**src/rtl/dma_seq_pkg.sv**
```systemverilog
package dma_seq_pkg;

    typedef enum logic [1:0] {
        CH_IDLE    = 2'd0,
        CH_RUN     = 2'd1,
        CH_RELOAD  = 2'd2,
        CH_CASCADE = 2'd3
    } ch_state_t;

    localparam logic [2:0] SEL_BASE_ADDR = 3'd0;
    localparam logic [2:0] SEL_BASE_CNT  = 3'd1;
    localparam logic [2:0] SEL_PAGE      = 3'd2;
    localparam logic [2:0] SEL_MODE      = 3'd3;
    localparam logic [2:0] SEL_MASK      = 3'd4;

    localparam int MB_TO_MEM   = 2;
    localparam int MB_AUTO     = 4;
    localparam int MB_DECR     = 5;
    localparam int MB_XFER_LO  = 6;
    localparam int MB_MASK_SET = 2;

    typedef struct packed {
        logic decr;
        logic autoi;
        logic to_mem;
    } chan_mode_t;

endpackage

```
**src/rtl/dma_wr_decode.sv**
```systemverilog
module dma_wr_decode
    import dma_seq_pkg::*;
#(
    parameter int NCH = 4,
    parameter int DW  = 16,
    localparam int CW = $clog2(NCH)
) (
    input  logic           wr_en,
    input  logic [2:0]     wr_sel,
    input  logic [CW-1:0]  wr_chan,
    input  logic [DW-1:0]  wr_data,
    output logic [NCH-1:0] st_addr,
    output logic [NCH-1:0] st_cnt,
    output logic [NCH-1:0] st_page,
    output logic [NCH-1:0] st_mode,
    output logic [NCH-1:0] st_mask
);

    for (genvar i = 0; i < NCH; i++) begin : g_dec
        // base, count and page follow wr_chan; mode and mask carry the channel in the data
        assign st_addr[i] = wr_en && (wr_sel == SEL_BASE_ADDR) && (wr_chan == CW'(i));
        assign st_cnt[i]  = wr_en && (wr_sel == SEL_BASE_CNT)  && (wr_chan == CW'(i));
        assign st_page[i] = wr_en && (wr_sel == SEL_PAGE)      && (wr_chan == CW'(i));
        assign st_mode[i] = wr_en && (wr_sel == SEL_MODE)      && (wr_data[CW-1:0] == CW'(i));
        assign st_mask[i] = wr_en && (wr_sel == SEL_MASK)      && (wr_data[CW-1:0] == CW'(i));
    end

endmodule

```
**src/rtl/dma_chan_unit.sv**
```systemverilog
module dma_chan_unit
    import dma_seq_pkg::*;
#(
    parameter int AW = 16,
    parameter int PW = 8,
    parameter int DW = 16
) (
    input  logic          clk,
    input  logic          rst_n,
    input  logic          st_addr,
    input  logic          st_cnt,
    input  logic          st_page,
    input  logic          st_mode,
    input  logic          st_mask,
    input  logic [DW-1:0] wr_data,
    input  logic          start,
    input  logic          beat,
    output logic [AW-1:0] cur_addr,
    output logic [AW-1:0] cur_cnt,
    output logic [PW-1:0] page,
    output logic          to_mem,
    output logic          cascade,
    output logic          mask,
    output logic          tc_stat,
    output logic          done,
    output logic          accept
);

    ch_state_t  state, nxt;
    chan_mode_t mode_q;
    logic [AW-1:0] base_addr, base_cnt;
    logic casc_wr, norm_wr, start_ok, at_tc;

    assign casc_wr  = st_mode && (wr_data[MB_XFER_LO+1:MB_XFER_LO] == 2'b11);
    assign norm_wr  = st_mode && !casc_wr;
    assign accept   = beat && (state == CH_RUN) && !mask;
    assign start_ok = start && (state == CH_IDLE) && !mask && !casc_wr;
    assign at_tc    = accept && (cur_cnt == '0);
    assign to_mem   = mode_q.to_mem;
    assign cascade  = (state == CH_CASCADE);

    // next-state decision
    always_comb begin
        nxt = state;
        unique case (state)
            CH_IDLE: begin
                if (casc_wr)       nxt = CH_CASCADE;
                else if (start_ok) nxt = CH_RUN;
            end
            CH_RUN: begin
                if (casc_wr)       nxt = CH_CASCADE;
                else if (at_tc)    nxt = mode_q.autoi ? CH_RELOAD : CH_IDLE;
            end
            CH_RELOAD: begin
                if (casc_wr)       nxt = CH_CASCADE;
                else               nxt = CH_RUN;
            end
            CH_CASCADE: begin
                if (norm_wr)       nxt = CH_IDLE;
            end
            default:               nxt = CH_IDLE;
        endcase
    end

    // state register
    always_ff @(posedge clk) begin
        if (!rst_n) state <= CH_IDLE;
        else        state <= nxt;
    end

    // registers and outputs
    always_ff @(posedge clk) begin
        if (!rst_n) begin
            base_addr <= '0;
            base_cnt  <= '0;
            page      <= '0;
            mode_q    <= '0;
            cur_addr  <= '0;
            cur_cnt   <= '0;
            mask      <= 1'b1;
            tc_stat   <= 1'b0;
            done      <= 1'b0;
        end else begin
            if (st_addr) base_addr <= wr_data[AW-1:0];
            if (st_cnt)  base_cnt  <= wr_data[AW-1:0];
            if (st_page) page      <= wr_data[PW-1:0];
            if (st_mode) begin
                mode_q.decr   <= wr_data[MB_DECR];
                mode_q.autoi  <= wr_data[MB_AUTO];
                mode_q.to_mem <= wr_data[MB_TO_MEM];
            end

            if (start_ok || (state == CH_RELOAD)) begin
                cur_addr <= base_addr;
                cur_cnt  <= base_cnt;
            end else if (accept) begin
                cur_addr <= mode_q.decr ? cur_addr - 1'b1 : cur_addr + 1'b1;
                cur_cnt  <= cur_cnt - 1'b1;
            end

            if (st_mask)                    mask <= wr_data[MB_MASK_SET];
            else if (at_tc && !mode_q.autoi) mask <= 1'b1;

            if (start_ok)   tc_stat <= 1'b0;
            else if (at_tc) tc_stat <= 1'b1;

            done <= at_tc;
        end
    end

endmodule

```
**src/rtl/dma_beat_mux.sv**
```systemverilog
module dma_beat_mux #(
    parameter int NCH = 4,
    parameter int AW  = 16,
    parameter int PW  = 8,
    localparam int CW = $clog2(NCH)
) (
    input  logic [CW-1:0]          sel,
    input  logic [NCH-1:0][AW-1:0] addr_v,
    input  logic [NCH-1:0][AW-1:0] cnt_v,
    input  logic [NCH-1:0][PW-1:0] page_v,
    input  logic [NCH-1:0]         to_mem_v,
    input  logic [NCH-1:0]         accept_v,
    output logic [PW+AW-1:0]       mem_addr,
    output logic                   dir,
    output logic [AW-1:0]          cnt,
    output logic                   beat_ok
);

    assign mem_addr = {page_v[sel], addr_v[sel]};
    assign dir      = to_mem_v[sel];
    assign cnt      = cnt_v[sel];
    assign beat_ok  = |accept_v;

endmodule

```
**src/rtl/dma_chan_seq.sv**
```systemverilog
module dma_chan_seq
    import dma_seq_pkg::*;
#(
    parameter int NCH = 4,
    parameter int AW  = 16,
    parameter int PW  = 8,
    parameter int DW  = 16,
    localparam int CW = $clog2(NCH)
) (
    input  logic              clk,
    input  logic              rst_n,
    input  logic              wr_en,
    input  logic [2:0]        wr_sel,
    input  logic [CW-1:0]     wr_chan,
    input  logic [DW-1:0]     wr_data,
    input  logic              start_i,
    input  logic [CW-1:0]     start_chan,
    input  logic              beat_i,
    input  logic [CW-1:0]     beat_chan,
    input  logic [NCH-1:0]    dreq_i,
    input  logic [NCH-1:0]    ack_i,
    output logic [PW+AW-1:0]  mem_addr_o,
    output logic              dir_o,
    output logic [AW-1:0]     cnt_o,
    output logic              beat_ok_o,
    output logic [NCH-1:0]    done_o,
    output logic [NCH-1:0]    tc_stat_o,
    output logic [NCH-1:0]    mask_o,
    output logic [NCH-1:0]    casc_req_o,
    output logic [NCH-1:0]    casc_ack_o
);

    logic [NCH-1:0] st_addr, st_cnt, st_page, st_mode, st_mask;
    logic [NCH-1:0] to_mem_v, casc_v, accept_v;
    logic [NCH-1:0][AW-1:0] addr_v, cnt_v;
    logic [NCH-1:0][PW-1:0] page_v;

    dma_wr_decode #(.NCH(NCH), .DW(DW)) u_dec (
        .wr_en(wr_en), .wr_sel(wr_sel), .wr_chan(wr_chan), .wr_data(wr_data),
        .st_addr(st_addr), .st_cnt(st_cnt), .st_page(st_page),
        .st_mode(st_mode), .st_mask(st_mask)
    );

    for (genvar i = 0; i < NCH; i++) begin : g_ch
        dma_chan_unit #(.AW(AW), .PW(PW), .DW(DW)) u_ch (
            .clk(clk), .rst_n(rst_n),
            .st_addr(st_addr[i]), .st_cnt(st_cnt[i]), .st_page(st_page[i]),
            .st_mode(st_mode[i]), .st_mask(st_mask[i]), .wr_data(wr_data),
            .start(start_i && (start_chan == CW'(i))),
            .beat(beat_i && (beat_chan == CW'(i))),
            .cur_addr(addr_v[i]), .cur_cnt(cnt_v[i]), .page(page_v[i]),
            .to_mem(to_mem_v[i]), .cascade(casc_v[i]), .mask(mask_o[i]),
            .tc_stat(tc_stat_o[i]), .done(done_o[i]), .accept(accept_v[i])
        );
    end

    dma_beat_mux #(.NCH(NCH), .AW(AW), .PW(PW)) u_mux (
        .sel(beat_chan), .addr_v(addr_v), .cnt_v(cnt_v), .page_v(page_v),
        .to_mem_v(to_mem_v), .accept_v(accept_v),
        .mem_addr(mem_addr_o), .dir(dir_o), .cnt(cnt_o), .beat_ok(beat_ok_o)
    );

    assign casc_req_o = dreq_i & casc_v;
    assign casc_ack_o = ack_i & casc_v;

endmodule

```
**config.mk**
```make
export PLATFORM = sky130hd
export DESIGN_NAME = dma_chan_seq
export DESIGN_NICKNAME = d
export VERILOG_FILES = /design/src/rtl/dma_seq_pkg.sv /design/src/rtl/dma_wr_decode.sv /design/src/rtl/dma_chan_unit.sv /design/src/rtl/dma_beat_mux.sv /design/src/rtl/dma_chan_seq.sv
export SDC_FILE = /design/constraint.sdc
export NUM_CORES = 1
export LEC_CHECK = 0
export BUFFER_PORTS_ARGS = -buffer_cell sky130_fd_sc_hd__buf_2
export CAP_MARGIN = 20
export CELL_PAD_IN_SITES_DETAIL_PLACEMENT = 1
export CELL_PAD_IN_SITES_GLOBAL_PLACEMENT = 1
export CORE_UTILIZATION = 48
export DETAILED_ROUTE_END_ITERATION = 10
export PLACE_DENSITY = 0.88
export SLEW_MARGIN = 20
export SYNTH_ARGS = -nofsm -noshare
export SYNTH_HDL_FRONTEND = slang
export SYNTH_HIERARCHICAL = 1
export SYNTH_SLANG_ARGS = --single-unit
```
**constraint.sdc**
```tcl
create_clock -name clk -period 2.8 [get_ports clk]
set_clock_uncertainty 0.15 [all_clocks]
set_input_delay 0.14 -clock clk [delete_from_list [all_inputs] [get_ports clk]]
set_output_delay 0.14 -clock clk [all_outputs]
set_load 0.01 [all_outputs]
```
## After elaboration in Yosys (flattened, before gate mapping)

Cells that the tools add are included.

| cells by class | value |
|---|---|
| add/subtract/negate cells | 12 |
| equal/unequal tests | 41 |
| mux-type cells | 68 |
| order comparisons | 1 |
| reduce and logical (&&, ||, !) cells | 115 |
| bitwise logic cells | 3 |

Operators with widths:

| kind | count |
|---|---|
| $mux 16 | 22 |
| $sub 16x1->16 const B | 8 |
| $logic_and 1x1->1 | 69 |
| $add 16x1->16 const B | 4 |
| $bmux 16 s2 | 2 |
| $logic_not 16->1 | 4 |
| $mux 2 | 28 |
| $eq 2x2->1 const B | 17 |
| $pmux 2 s4 | 4 |
| $ne 3x1->1 const B | 8 |
| $bmux 8 s2 | 1 |
| $eq 2x1->1 const B | 8 |
| $logic_not 2->1 | 8 |
| $reduce_bool 2->1 | 8 |
| $logic_not 1->1 | 12 |
| $reduce_and 3->1 | 4 |
| $mux 1 | 9 |
| $and 4x4->4 | 2 |
| $mux 8 | 1 |
| $ne 2x2->1 const B | 4 |
| $reduce_or 2->1 | 4 |
| $eq 3x2->1 const B | 2 |
| $logic_or 1x1->1 | 4 |
| $reduce_or 4->1 | 1 |
| other kinds (6) | 6 |

| storage, ports and cells | value |
|---|---|
| bits of input ports | 38 |
| logic and storage cells | 288 |
| output and inout port bits | 62 |
| flip-flop bits (word level) | 320 |

## Depth between registers and ports, before layout

Gate-level depths: netlist (run 1).

| logic depth | value |
|---|---|
| word-level depth | 9 |
| gate-level depth with buffers | 10 |
| depth with buffers taken out | 8 |

## By module

The synthesis (run 1) kept the hierarchy.

By module, submodules not included:

| module | area each (um^2) | instances | seq. area each (um^2) | cells each |
|---|---|---|---|---|
| dma_chan_unit at g_ch[1].u_ch ... | 3,990.1 | 3 | 1,601.5 | 446 |
| dma_chan_unit at g_ch[0].u_ch | 4,090.2 | 1 | 1,601.5 | 478 |
| dma_beat_mux | 1,049.8 | 1 | 0.0 | 52 |
| dma_wr_decode | 181.4 | 1 | 0.0 | 31 |
| dma_chan_seq | 125.1 | 1 | 0.0 | 16 |

## Worst setup path before layout (run 1)

OpenSTA, ideal clock, no wires.

| timing | value |
|---|---|
| kind | reg-to-reg |
| from | reg g_ch[1].u_ch/mode_q[2] in the netlist's numbering |
| to | reg g_ch[1].u_ch.cur_addr[14] |
| buffers on the path | 0 |
| arrival | 2.100 ns |
| setup slack | 0.420 ns |
| stages on the path, launching flop included | 8 |
| setup time | 0.130 ns |
| cells stage by stage | dfxtp_1 -> ha_1 -> a21o_2 -> a311o_1 -> a21o_1 -> a21oi_1 -> xor2_1 -> o22ai_1 |

| on the way | value |
|---|---|
| longest elaborated chain between the ends | 3 |

Ends and longest elaborated chain:

| what | RTL line | source |
|---|---|---|
| from (decl) | dma_chan_unit.sv:30 | `chan_mode_t mode_q;` |
| $mux 16 | dma_chan_unit.sv:97 | `cur_addr <= mode_q.decr ? cur_addr - 1'b1 : cur_addr + 1'b1;` |
| $mux 16 | dma_chan_unit.sv:96 | `end else if (accept) begin` |
| $mux 16 | dma_chan_unit.sv:93 | `if (start_ok \|\| (state == CH_RELOAD)) begin` |
| to (signal assigned) | dma_chan_unit.sv:94 | `cur_addr <= base_addr;` |
| to (signal assigned) | dma_chan_unit.sv:97 |  |
| to (decl) | dma_chan_unit.sv:18 | `output logic [AW-1:0] cur_addr,` |

No other way between the ends. The select of a mux whose other input is x is not followed.
A chain may end at the register's enable or synchronous reset.

## Worst setup path in the final report (run 1)

| timing | value |
|---|---|
| from | reg g_ch[0].u_ch.state[1] |
| to | out beat_ok_o |

| on the way | value |
|---|---|
| longest elaborated chain between the ends | 4 |

Ends and longest elaborated chain:

| what | RTL line | source |
|---|---|---|
| from (decl) | dma_chan_unit.sv:29 | `ch_state_t state, nxt;` |
| from (signal assigned) | dma_chan_unit.sv:68 | `else state <= nxt;` |
| $eq 2x1->1 | dma_chan_unit.sv:36 | `assign accept = beat && (state == CH_RUN) && !mask;` |
| $logic_and 1x1->1 (2 in series) | dma_chan_unit.sv:36 |  |
| named net accept_v[0] | dma_chan_seq.sv:34 | `logic [NCH-1:0] to_mem_v, casc_v, accept_v;` |
| $reduce_or 4->1 | dma_beat_mux.sv:22 | `assign beat_ok = \|accept_v;` |
| to (decl) | dma_chan_seq.sv:25 | `output logic beat_ok_o,` |

The timed path passes the listed nets, and every way through them passes these cells.

==> results of run 1 <==
## synthesized netlist by cell type, drive strengths merged (7+ instances only)
cell type,n,share of area (%)
a221oi,22,1.1
nand4bb,7,0.45
dfxtp,320,37
o2bb2ai,11,0.55
a31oi,19,0.68
a21o,15,0.67
a22oi,45,1.9
nor3,36,1.3
o221ai,9,0.45
or4,7,0.40
and2,16,0.57
mux4,41,5.3
nand3,49,1.6
xnor2,33,1.7
o211ai,31,1.3
o311ai,10,0.50
a211oi,13,0.56
nor3b,9,0.45
nor2b,9,0.32
nand4,10,0.40
or3,14,0.63
a21oi,158,4.6
o22ai,19,0.68
ha,64,4.6
o21bai,10,0.50
buf,65,2.2
nand2,117,2.5
nor4,11,0.52
o21ai,55,1.6
inv,54,1.2
xor2,15,0.75
clkbuf,50,1.1
and3,16,0.59
mux2i,176,10
nor2,302,6.6
## stage by stage
step                instance area (um2)  util [%]  cells
floorplan                         17420         -   1915
global placement                  18460     51.78   2425
detailed placement                18460     51.78   2425
CTS                               19790     55.49   2496
global route                      19790     55.50   2496
finish                            19790     55.50   2496
## report_power, final
part           switching [mW]  internal [mW]
Sequential             0.0141           4.57
Combinational           0.310          0.128
Clock                    1.96           3.03
Total                    2.28           7.73
## metal layers
metal | global-route usage [%] | vias to the layer above | wire length (um)
li1 | - | 7183 | -
met1 | 42.59 | 8162 | 25420
met2 | 56.88 | 726 | 30180
met3 | 5.819 | 208 | 4900
met4 | 16.63 | 4 | 3317
met5 | 0 | - | 23
## cell type report
type | count | area share (%)
Multi-Input combinational cell | 1426 | 51.96
Clock inverter | 13 | 0.9991
Tap cell | 461 | 2.915
Timing Repair Buffer | 174 | 5.539
Sequential cell | 320 | 32.37
Clock buffer | 48 | 5.191
Inverter | 54 | 1.024
## logic make-up (layout without fill, tap and decap cells)
group                      after synthesis  count (layout)
AOI/OAI and AO/OA                      460             460
adders and majority gates               68              68
xor gates and xnor gates                48              48
muxes                                  217             217
and+or+nand+nor                        633             633
DFF                                    320             320
buffers and inverters                  169             289
## repair_timing
item,4_1_cts,5_1_grt
hold endpoints to repair,38,0
resized for setup,0,1
hold buffers,10,0
endpoints found under the setup margin,0,1
setup buffers,0,0
## cell usage in the layout, fill, tap and decap left out, types with 6 or more instances in the layout
master	instances
a211oi_1	13
a21o_1	12
a21oi_1	155
a221oi_1	22
a22oi_1	45
a31oi_1	19
and2_1	16
and3_1	14
buf_2	99
buf_4	64
clkbuf_16	37
clkbuf_8	6
dfxtp_1	320
dlygate4sd3_1	10
ha_1	64
inv_1	49
mux2i_1	176
mux4_2	40
nand2_1	117
nand3_1	43
nand3_2	6
nand4_1	9
nand4bb_1	7
nor2_1	292
nor2_2	10
nor2b_1	9
nor3_1	29
nor3b_1	7
nor4_1	9
o211ai_1	31
o21ai_0	51
o21bai_1	7
o221ai_1	9
o22ai_1	19
o2bb2ai_1	11
o311ai_0	9
or2_2	6
or3_1	8
xnor2_1	33
xor2_1	15
## flip-flops by register name, indices dropped and copies added (netlist names)
register,count
g_ch.u_ch/mask,4
g_ch.u_ch/mode_q,8
g_ch.u_ch/cur_addr,64
g_ch.u_ch/cur_cnt,64
g_ch.u_ch/base_addr,64
g_ch.u_ch/done,4
g_ch.u_ch/base_cnt,64
g_ch.u_ch/tc_stat,4
g_ch.u_ch/state,8
g_ch.u_ch/page,32
g_ch.u_ch/to_mem,4
## tightest hold or removal path, stage by stage
cell,delay (ns)
buf_2,0.24
mux2i_1,0.19
nor2_1,0.05
## worst max path at each step
stage | start | end | slack, ns | cells after the start
6_report | g_ch[0].u_ch/state[1]$_SDFFE_PN0P_ | beat_ok_o | 0.08 | 5
5_1_grt | g_ch[0].u_ch/state[1]$_SDFFE_PN0P_ | beat_ok_o | 0.04 | 5
2_1_floorplan | g_ch[1].u_ch/mode_q[2]$_SDFFE_PN0P_ | g_ch[1].u_ch/cur_addr[14]$_SDFFE_PN0P_ | 0.42 | 7
3_3_place_gp | wr_sel[1] | g_ch[0].u_ch/cur_addr[2]$_SDFFE_PN0P_ | 0.36 | 9
4_1_cts | g_ch[0].u_ch/state[1]$_SDFFE_PN0P_ | beat_ok_o | 0.08 | 5
3_5_place_dp | g_ch[0].u_ch/mode_q[2]$_SDFFE_PN0P_ | g_ch[0].u_ch/cur_addr[11]$_SDFFE_PN0P_ | 0.18 | 6
==> summary.txt, run 1 <==
Logic synthesis
  • Number of synthesized flops with an enable pin: 0
  • Syn_nets: 2021
  • Post-synthesis simple-gate area fraction: 17.90%
  • Ys flop type: dfxtp_1
  • Post-synthesis sequential area ratio: 36.78%
  • Cell variety after synth: 86
  • Warnings, synthesis: 6
  • Synthesized instance count: 1915
  • Syn_area_per_cell: a little over 9 um2
  • #FFs+latches synth: 320
  • Post-synthesis adder-cell area fraction: between 5 and 6%
  • Asr flop ratio synth: 0%
  • Largest family of logic cells by synthesized area: compound AO/OA/AOI/OAI gates
  • Synth Area in XOR/XNOR: 2.414%
  • Multiplexer area fraction after synthesis: 15.44%
  • Complex-gate fraction of the synthesized area: 18.00%
  • Cell Area, Synth: 17420 um2

Cells and area
  • Nets: 2118
  • FILL cells: 4098
  • Register Area: about 6400 um2
  • Share of layout cells above drive strength 1: 16.66%
  • Area of the multi-input gates: 10280 um2
  • Layout Area Growth over Synthesis: 13.61%
  • ANT cells: 0

Setup path
  • Critical path class: reg2out
  • CP bufs+invs: 3
  • R2r startpoint: g_ch[3].u_ch/mode_q[2]$_SDFFE_PN0P_
  • R2R depth: 8
  • Crit path max-delay family: simple AND/OR/NAND/NOR gates
  • Setup crit start kind: flip-flop
  • WP data required: 2.51 ns
  • Worst path max stage delay: 0.66 ns
  • Max FO, Critical Path: 17
  • Slowest cell on crit path: or4_1
  • Critical R2R Capture: g_ch[3].u_ch/cur_addr[11]$_SDFFE_PN0P_
  • Setup crit end kind: primary output
  • Cell breakdown of the critical path: nand4bb_1, inv_2, buf_4, or4_1, buf_2
  • Arrival @ worst endpoint: between 2 and 2.5 ns
  • Worst reg-to-reg setup slack: 0.24 ns

Timing
  • RSZ-0062 raised after global routing: no
  • Post-route worst setup slack: 0.07649 ns
  • Final Hold Viols: 0
  • Slew Viols, Final: 0
  • Slew of the pin with the lowest slew margin: 0.7044 ns
  • Final setup fails: 0
  • Tmin final: 2.724 ns
  • Hold WS: between 0.01 and 0.015 ns
  • Setup_tns: 0 ns
  • Period utilisation layout: 97.27%
  • Max Clock Freq: 0.3672 GHz
  • Worst slew margin: 52.54%

Routing
  • Drt drc: 12
  • Vias per cell: 6.524
  • DRT iter0 DRCs: roughly 1300
  • 1st-pass router iterations: 8
  • Final ANT Viol Nets: 0
  • Vias after detailed routing: 16280
  • WL/cell: about 26 um
  • DRT Wirelength: 63840 um

Die
  • Row cnt: 69
  • Die area: 37050 um2
  • Initial Util: 48.85%
  • Chip Width: 192.5 um
  • Chip height: 192.5 um
  • IO Pins: 100
  • Core ar.: 35660 um2

Status
  • Failing checks: design-rule violations
  • Status: complete, but fails checks

Place
  • Placed wire-length estimate: ~43000 um
  • Setup Slack @ Placement: around 0.18 ns
  • GP Congestion: 0.9628
  • Count of input and output buffers: 99

Global routing
  • Total track usage: 34.13%
  • Global route overflow: 0
  • Number of global-route vias before repair: around 17000
  • Largest net degree at the start of global routing: 39
  • Initial antenna violation count: 3
  • First-pass GRT wire length: between 90000 and 100000 um

Pwr
  • Power, Total: around 10 mW
  • Peak supply drop: 329.0 uV
  • Leakage: ~7.4 nW
  • Power per Cell Area: approximately 510 nW/um2

Clock tree
  • CTS clock-pin slew for the worst setup and hold paths: about 0.06 ns
  • Deepest clock path buffer count: 3
  • CTS Sinks: 320
  • Root Buffer: clkbuf_16
  • H-tree depth: 2
  • CTS tree: yes
  • Clock Latency Late Sink: approximately 0.52 ns
  • TritonCTS Buffers: 36

Worst hold path
  • Worst hold start: wr_data[8]
  • Hold crit path type: in2reg
  • Worst Hold Depth: 3
  • WHS Endpoint: g_ch[0].u_ch/base_addr[8]$_SDFFE_PN0P_

Job
  • MaxCap Viol Count: 0
No activity file was read; power rests on OpenSTA's default activity.
==> run 2: changes to the inputs <==
--- a/config.mk
+++ b/config.mk
@@ -7,7 +7,7 @@
 export LEC_CHECK = 0
 export BUFFER_PORTS_ARGS = -buffer_cell sky130_fd_sc_hd__buf_2
 export CAP_MARGIN = 20
-export CELL_PAD_IN_SITES_DETAIL_PLACEMENT = 1
+export CELL_PAD_IN_SITES_DETAIL_PLACEMENT = 0
 export CELL_PAD_IN_SITES_GLOBAL_PLACEMENT = 1
 export CORE_UTILIZATION = 48
 export DETAILED_ROUTE_END_ITERATION = 10
==> summary.txt, run 2 (synthesis gave the netlist of run 1 again) <==
Setup path
  • R2r startpoint: g_ch[0].u_ch/mode_q[2]$_SDFFE_PN0P_ (was g_ch[3].u_ch/mode_q[2]$_SDFFE_PN0P_)
  • WP data required: 2.51 ns (about the same)
  • Worst setup path startpoint: g_ch[0].u_ch/state[1]$_SDFFE_PN0P_ (unchanged)
  • Worst reg-to-reg setup slack: 0.25 ns (was 0.24 ns)
  • Max FO, Critical Path: 17 (unchanged)
  • Critical path class: reg2out (unchanged)
  • Critical R2R Capture: g_ch[0].u_ch/cur_addr[11]$_SDFFE_PN0P_ (was g_ch[3].u_ch/cur_addr[11]$_SDFFE_PN0P_)
  • Setup crit start kind: flip-flop (unchanged)
  • Setup crit end kind: primary output (unchanged)
  • Arrival @ worst endpoint: 2.39 ns (was 2.43 ns)
  • R2R depth: 6 (was 8)
  • CP endpoint: beat_ok_o (unchanged)

Global routing
  • Largest net degree at the start of global routing: 39 (unchanged)
  • First-pass GRT wire length: 81880 um (was 96670 um)
  • Global route overflow: 0 (unchanged)
  • Number of global-route vias before repair: 14130 (was 16830)
  • Total track usage: 28.77% (was 34.13%)
  • Initial antenna violation count: 0 (was 3)

Clock tree
  • CTS Hold Buffers Added: 12 (was 10)
  • CTS tree: yes (unchanged)
  • CTS clock-pin slew for the worst setup and hold paths: 0.06 ns (about the same)
  • Post-CTS setup buffer count: 0 (unchanged)
  • CTS Sinks: 320 (unchanged)
  • H-tree depth: 2 (unchanged)
  • TritonCTS Buffers: 36 (unchanged)
  • CTS resizes: 0 (unchanged)
  • Root Buffer: clkbuf_16 (unchanged)
  • Deepest clock path buffer count: 3 (unchanged)
  • Clock Latency Late Sink: 0.53 ns (was 0.52 ns)

Die
  • Initial Util: 48.85% (unchanged)
  • Core ar.: 35660 um2 (unchanged)
  • Row cnt: 69 (unchanged)
  • Die area: 37050 um2 (unchanged)
  • Chip Width: 192.5 um (unchanged)
  • IO Pins: 100 (unchanged)
  • Chip height: 192.5 um (unchanged)

Place
  • Count of input and output buffers: 99 (unchanged)
  • Placed wire-length estimate: 38140 um (was 43310 um)
  • Dpl cell area: 18460 um2 (unchanged)
  • Setup Slack @ Placement: 0.3608 ns (was 0.1828 ns)
  • GP Congestion: 0.9628 (unchanged)
  • Placed Cells incl. Taps: 2425 (unchanged)

Cells and area
  • Share of layout cells above drive strength 1: 16.63% (was 16.66%)
  • Layout Cells excl Fill: 2500 (was 2496)
  • Nets: 2120 (was 2118)
  • Finished Cell Area: 19830 um2 (was 19790 um2)
  • Final core utilization: 55.61% (was 55.50%)
  • Most common cell after layout, fill and taps aside: dfxtp_1 (unchanged)
  • Layout Area Growth over Synthesis: 13.84% (was 13.61%)
  • ANT cells: 0 (unchanged)
  • Most frequent cells in the layout: 320 x dfxtp_1, 292 x nor2_1, 176 x mux2i_1 (unchanged)
  • FILL cells: 3172 (was 4098)

Routing
  • Final ANT Viol Nets: 0 (unchanged)
  • Vias per cell: 6.130 (was 6.524)
  • 1st-pass router iterations: 9 (was 8)
  • WL/cell: 21.41 um (was 25.58 um)
  • Vias after detailed routing: 15320 (was 16280)
  • Drt drc: 12 (unchanged)
  • DRT iter0 DRCs: 1453 (was 1308)
  • DRT Wirelength: 53520 um (was 63840 um)

Worst hold path
  • Worst hold start: wr_data[3] (was wr_data[8])
  • Worst Hold Depth: 3 (unchanged)
  • Hold crit path type: in2reg (unchanged)

Timing
  • Slew Viols, Final: 0 (unchanged)
  • RSZ-0062 raised after global routing: no (unchanged)
  • Setup_tns: 0 ns (unchanged)
  • Period utilisation layout: 95.72% (was 97.27%)
  • Max Clock Freq: 0.3731 GHz (was 0.3672 GHz)
  • Worst slew margin: 54.71% (was 52.54%)
  • Post-route worst setup slack: 0.1199 ns (was 0.07649 ns)
  • Slew of the pin with the lowest slew margin: 0.6793 ns (was 0.7044 ns)
  • Final setup fails: 0 (unchanged)
  • Tmin final: 2.680 ns (was 2.724 ns)
  • Final Hold Viols: 0 (unchanged)
  • Hold WS: 0.01885 ns (was 0.01258 ns)

Status
  • Status: complete, but fails checks (unchanged)
  • Failing checks: design-rule violations (unchanged)

Pwr
  • Power, Total: 10.01 mW (about the same)
  • Leakage: 7.434 nW (was 7.427 nW)
  • Power per Cell Area: 505.0 nW/um2 (was 506.0 nW/um2)
  • Peak supply drop: 339.2 uV (was 329.0 uV)

Job
  • MaxCap Viol Count: 0 (unchanged)
==> run 2: worst max-delay path, cell delays in order (launching register included) <==
cell	delay (ns)
dfxtp_1	0.48
nand4bb_1	0.23
inv_2	0.09
buf_4	0.22
or4_1	0.65
buf_2	0.20
==> run 2: how the worst min path moves through the flow <==
stage / slack, ns / to
floorplan: 0.07 / g_ch[1].u_ch/mask$_SDFFE_PN1P_
global placement: 0.29 / g_ch[3].u_ch/cur_cnt[15]$_SDFFE_PN0P_
detailed placement: 0.29 / g_ch[3].u_ch/cur_cnt[15]$_SDFFE_PN0P_
CTS: 0.004 / g_ch[2].u_ch/base_addr[3]$_SDFFE_PN0P_
global route: 0.02 / g_ch[0].u_ch/base_addr[3]$_SDFFE_PN0P_
finish: 0.02 / g_ch[2].u_ch/base_addr[3]$_SDFFE_PN0P_
==> run 2: power by group <==
part | total (mW) | leakage (nW) | internal [mW] | switching (mW)
combinational | 0.423 | 4.26 | 0.129 | 0.294
sequential | 4.58 | 2.58 | 4.57 | 0.0125
clock | 5.00 | 0.594 | 3.08 | 1.92
total | 10.0 | 7.43 | 7.78 | 2.23
==> run 2: layer usage <==
metal	wire, um	global-route usage (%)	share of wire (%)	vias up
met2	24110	45.25	45	629
met4	1493	9.055	2.8	0
met5	0	0	0	-
met3	4156	4.055	7.8	81
met1	23760	40.53	44	7422
li1	-	-	-	7192
==> run 2: area by class of cell <==
type / instances / area, um2 / area share (%)
Multi-Input combinational cell: 1426 / 10280 / 51.85
Timing Repair Buffer: 176 / 1116 / 5.629
Clock buffer: 48 / 1007 / 5.080
Clock inverter: 15 / 237.7 / 1.199
Inverter: 54 / 202.7 / 1.022
Tap cell: 461 / 576.8 / 2.909
Sequential cell: 320 / 6406 / 32.31
